===== src/rtl/spa_pkg.sv =====
package spa_pkg;
    localparam int VEC_W  = 128;
    localparam int NBYTES = VEC_W / 8;

    typedef enum logic [1:0] {
        SZ_B8  = 2'd0,
        SZ_B16 = 2'd1,
        SZ_B32 = 2'd2,
        SZ_ALT = 2'd3
    } lane_size_e;

    typedef struct packed {
        logic             vld;
        logic [VEC_W-1:0] res;
    } spa_state_t;
endpackage


===== src/rtl/spa_byte_enable.sv =====
module spa_byte_enable #(
    parameter int NB = 16
) (
    input  logic [1:0]    size,
    input  logic [NB-1:0] pred,
    output logic [NB-1:0] byte_en
);
    for (genvar i = 0; i < NB; i++) begin : g_byte
        localparam int BASE16 = i - (i % 2);
        localparam int BASE32 = i - (i % 4);
        always_comb begin
            unique case (size)
                2'd0:    byte_en[i] = pred[i];
                2'd1:    byte_en[i] = pred[BASE16];
                default: byte_en[i] = pred[BASE32];
            endcase
        end
    end
endmodule


===== src/rtl/spa_seg_adder.sv =====
module spa_seg_adder #(
    parameter int NB = 16
) (
    input  logic [1:0]      size,
    input  logic [NB*8-1:0] a,
    input  logic [NB*8-1:0] b,
    output logic [NB*8-1:0] sum
);
    logic [NB-1:0] cout;

    for (genvar i = 0; i < NB; i++) begin : g_byte
        localparam bit EDGE16 = (i % 2) == 0;
        localparam bit EDGE32 = (i % 4) == 0;
        logic       seg_start;
        logic       cin;
        logic [8:0] part;

        always_comb begin
            unique case (size)
                2'd0:    seg_start = 1'b1;
                2'd1:    seg_start = EDGE16;
                default: seg_start = EDGE32;
            endcase
        end

        if (i == 0) begin : g_first
            assign cin = 1'b0;
        end else begin : g_rest
            assign cin = seg_start ? 1'b0 : cout[i-1];
        end

        assign part          = {1'b0, a[i*8 +: 8]} + {1'b0, b[i*8 +: 8]} + {8'd0, cin};
        assign sum[i*8 +: 8] = part[7:0];
        assign cout[i]       = part[8];
    end
endmodule


===== src/rtl/simd_pred_adder.sv =====
module simd_pred_adder
    import spa_pkg::*;
(
    input  logic              clk,
    input  logic              rst_n,
    input  logic              in_valid,
    input  logic [1:0]        lane_size,
    input  logic              zero_mode,
    input  logic [NBYTES-1:0] pred,
    input  logic [VEC_W-1:0]  src_a,
    input  logic [VEC_W-1:0]  src_b,
    input  logic [VEC_W-1:0]  inactive_v,
    output logic              out_valid,
    output logic [VEC_W-1:0]  result
);
    logic [VEC_W-1:0]  raw_sum;
    logic [NBYTES-1:0] byte_en;
    logic [VEC_W-1:0]  picked;
    spa_state_t        st_d, st_q;

    spa_seg_adder #(.NB(NBYTES)) adder_i (
        .size (lane_size),
        .a    (src_a),
        .b    (src_b),
        .sum  (raw_sum)
    );

    spa_byte_enable #(.NB(NBYTES)) enable_i (
        .size    (lane_size),
        .pred    (pred),
        .byte_en (byte_en)
    );

    for (genvar i = 0; i < NBYTES; i++) begin : g_pick
        always_comb begin
            if (byte_en[i])
                picked[i*8 +: 8] = raw_sum[i*8 +: 8];
            else if (zero_mode)
                picked[i*8 +: 8] = 8'd0;
            else
                picked[i*8 +: 8] = inactive_v[i*8 +: 8];
        end
    end

    always_comb begin
        st_d     = st_q;
        st_d.vld = in_valid;
        if (in_valid)
            st_d.res = picked;
    end

    always_ff @(posedge clk) begin
        if (!rst_n)
            st_q <= '0;
        else
            st_q <= st_d;
    end

    assign out_valid = st_q.vld;
    assign result    = st_q.res;
endmodule


===== config.mk =====
export PLATFORM = sky130hd
export DESIGN_NAME = simd_pred_adder
export DESIGN_NICKNAME = d
export VERILOG_FILES = /design/src/rtl/spa_pkg.sv /design/src/rtl/spa_byte_enable.sv /design/src/rtl/spa_seg_adder.sv /design/src/rtl/simd_pred_adder.sv
export SDC_FILE = /design/constraint.sdc
export NUM_CORES = 1
export LEC_CHECK = 0
export BUFFER_PORTS_ARGS = -buffer_cell sky130_fd_sc_hd__buf_2
export CAP_MARGIN = 0
export CORE_AREA = 2 2 206 208
export CTS_CLUSTER_DIAMETER = 30
export DETAILED_ROUTE_END_ITERATION = 6
export DIE_AREA = 0 0 208 210
export SKIP_LAST_GASP = 1
export SLEW_MARGIN = 20
export SYNTH_ARGS = -nofsm -noshare
export SYNTH_HDL_FRONTEND = slang
export SYNTH_SLANG_ARGS = --single-unit

===== constraint.sdc =====
create_clock -name clk -period 6.6 [get_ports clk]
set_input_delay 0.33 -clock clk [delete_from_list [all_inputs] [get_ports clk]]
set_output_delay 0.33 -clock clk [all_outputs]
set_load 0.05 [all_outputs]

==> impl_metrics.csv <==
group,metric,value,unit
status,outcome,"completed",
die,io_pins,535,
yosys,synth_area_leaders,"dfxtp_1 (23%), ha_1 (12%), a21oi_1 (6.4%), fa_1 (5.0%), o21ai_0 (4.9%)",
yosys,ys_top_cells_by_count,"a21oi_1 (144), dfxtp_1 (129), nor2_1 (115)",
routing,drt-total-wl,50.31,mm
place,place.gp.congestion,0.9177,
die,dieArea,0.04368,mm²
yosys,synth_top_area_cell,"dfxtp_1",
yosys,ys_warn_count,0,
clock_network,clk_pin_slew,0.06,ns
clock_network,post-cts-setup-buffer-count,0,
layout,areaGrowthSynthToFinish,35.25,%
layout,fin_area,0.01526,mm²
place,portBuffers,534,
timing,layout_setup_ws,0.4121,ns
timing,worst_slew_pin_slew,1.142,ns
yosys,syn_area,0.01128,mm²
worst_setup_path,crit_path_max_incr_delay,0.43,ns
worst_setup_path,critPathMaxFanout,3,
yosys,ys_seq_area_share,22.89,%
place,hpwl,39.69,mm
clock_network,clock_sinks,129,
global_route,grt_pass1_vias,12970,
routing,vias,13300,
yosys,ys.flop_type,"dfxtp_1",
clock_network,clk_latency,0.48,ns
layout,utilization,36.79,%
global_route,grt-ovfl-total,0,
timing,fmax,161.6,MHz
global_route,grt_util_all_layers,22.40,%
yosys,synth_most_common_cell,"a21oi_1",
timing,slew_violations,0,
yosys,synth_edf_count,0,
power,ir_drop,0.1662,mV
yosys,avgSynthCellArea,8.094,µm²
power,power_density,203.3,mW/mm²
clock_network,hold_buffers,0,
layout,nets,2472,
clock_network,clk_path_buf_depth,2,
die,die_h,210,µm
timing,min_period_over_period,93.76,%
routing,remaining_drc_errors,0,
worst_hold_path,worstHoldPathType,"input pin to flop",
timing,rsz0062_at_grt,"yes",
die,core_area,0.04148,mm²
worst_setup_path,cp.arrival,6.56,ns
worst_setup_path,worst_ep_required_time,6.97,ns
global_route,grt_max_degree,85,
yosys,synth_nets,1940,
clock_network,h-tree-depth,4,
place,pre_cts_ws,-0.1977,ns
yosys,ys_seq_elements,129,
die,rows,75,
layout,drive_above_1_share,34.04,%
routing,vias_per_cell,5.362,
timing,relSlewSlack,23.66,%
timing,setup-tns-final,0,ns
worst_setup_path,slowest_stage,"fa_1",
clock_network,clockRootBuffer,"clkbuf_16",
yosys,synth.distinct_cells,72,
timing,final_hold_viol_count,0,
worst_setup_path,end_kind,"flop",
global_route,antenna_found_initial,4,
clock_network,cts_buffers,17,
yosys,yosys.area.top_type_share,22.89,%
worst_setup_path,critPathKind,"input pin to flop",
global_route,grt_pass1_wl,74.78,mm
power,p_total,3.102,mW
timing,setup_viol,0,
yosys,ys_async_sr_fraction,0,%
timing,finalClockSkew,0,ns
worst_setup_path,worstSetupStartpointType,"input pin",
routing,first_pass_iters,5,
timing,period_minus_slack,6.188,ns
yosys,netlist_instances,1394,
power,p_leak,7.128,nW
routing,drt_iter0_markers,993,
die,start_util,27.20,%
place,post_dp_cell_area,0.01466,mm²
routing,ant_nets,0,
worst_setup_path,crit_top_cell,"fa_1",
run,cap_viol_max_count,0,
die,die_w,208,µm
routing,wl_per_cell,20.28,µm
clock_network,cts_tree,"built",
-- final timing paths --
path / startpoint / end / slack [ns] / cells after the start
min reg2reg: result[46] / result[46] / 0.45 / 2
max: src_a[32] / result[63] / 0.41 / 27
max reg2reg: result[127] / result[127] / 5.29 / 4
min: inactive_v[68] / result[68] / 0.11 / 3
-- registers in the layout, summed over array words and instances, names as in the netlist --
signal,cells
result,128
out_valid,1
-- cells by family after synthesis --
logic type | count (synthesis) | synth area share, %
adders and majority gates | 140 | 17.39
muxes | 38 | 4.269
xor gates and xnor gates | 43 | 3.338
AOI/OAI and AO/OA | 544 | 30.26
DFF | 129 | 22.89
buffers and inverters | 129 | 4.912
and+or+nand+nor | 371 | 16.94
-- layout by cell type (no fill, tap or decap), drive strengths merged, types with 31 or more instances in the layout --
cell type,Yosys,final
a211oi,49,49
a21oi,144,144
a31oi,37,37
buf,27,578
dfxtp,129,129
ha,112,112
inv,64,68
nand2,57,57
nand3,41,41
nor2,118,118
nor3,43,43
o21ai,150,150
xor2,31,31
-- final cells by class --
| class | instances | area, µm² |
|---|---|---|
| timing repair buffer | 578 | 3009 |
| multi-input combinational | 1136 | 8190 |
| antenna | 3 | 7.507 |
| tap | 539 | 674.4 |
| inverter | 64 | 240.2 |
| sequential | 129 | 2582 |
| fill | 4427 | 26220 |
| clock buffer | 19 | 452.9 |
| clock inverter | 13 | 103.9 |
-- critical path, delay by kind of cell --
family                   cells  cell delay, ns
multiplexers                 1            0.37
AO/OA/AOI/OAI               13            2.63
AND/OR/NAND/NOR              5            0.53
adder cells (fa/ha/maj)      7            2.58
buffers and inverters        1            0.10
-- repair_timing --
action	in CTS	in global routing
hold endpoints to repair	0	0
setup endpoints to repair	0	8
resized for setup	0	9
-- power breakdown --
| part | leakage [nW] | switching [mW] | internal [mW] |
|---|---|---|---|
| logic | 5.80 | 0.808 | 0.468 |
| clock network | 0.259 | 0.437 | 0.503 |
| registers | 1.07 | 0.0381 | 0.849 |
| total | 7.13 | 1.28 | 1.82 |
-- metal layers --
| layer | GRT usage, % | share of wire (%) | up-vias |
|---|---|---|---|
| li1 | - | - | 6361 |
| met1 | 26.61 | 42 | 6279 |
| met2 | 37.68 | 47 | 566 |
| met3 | 6.272 | 7.4 | 90 |
| met4 | 9.978 | 3.8 | 6 |
| met5 | 0 | 0.074 | - |
-- stage by stage --
stage | hold slack, ns | std cells
global route | 0.09147 | 2479
finish | 0.1060 | 2481
detailed placement | 0.4450 | 2446
CTS | 0.05865 | 2478
floorplan | 0.4828 | 1394
global placement | 0.4335 | 2446
No activity file was read; power rests on OpenSTA's default activity.
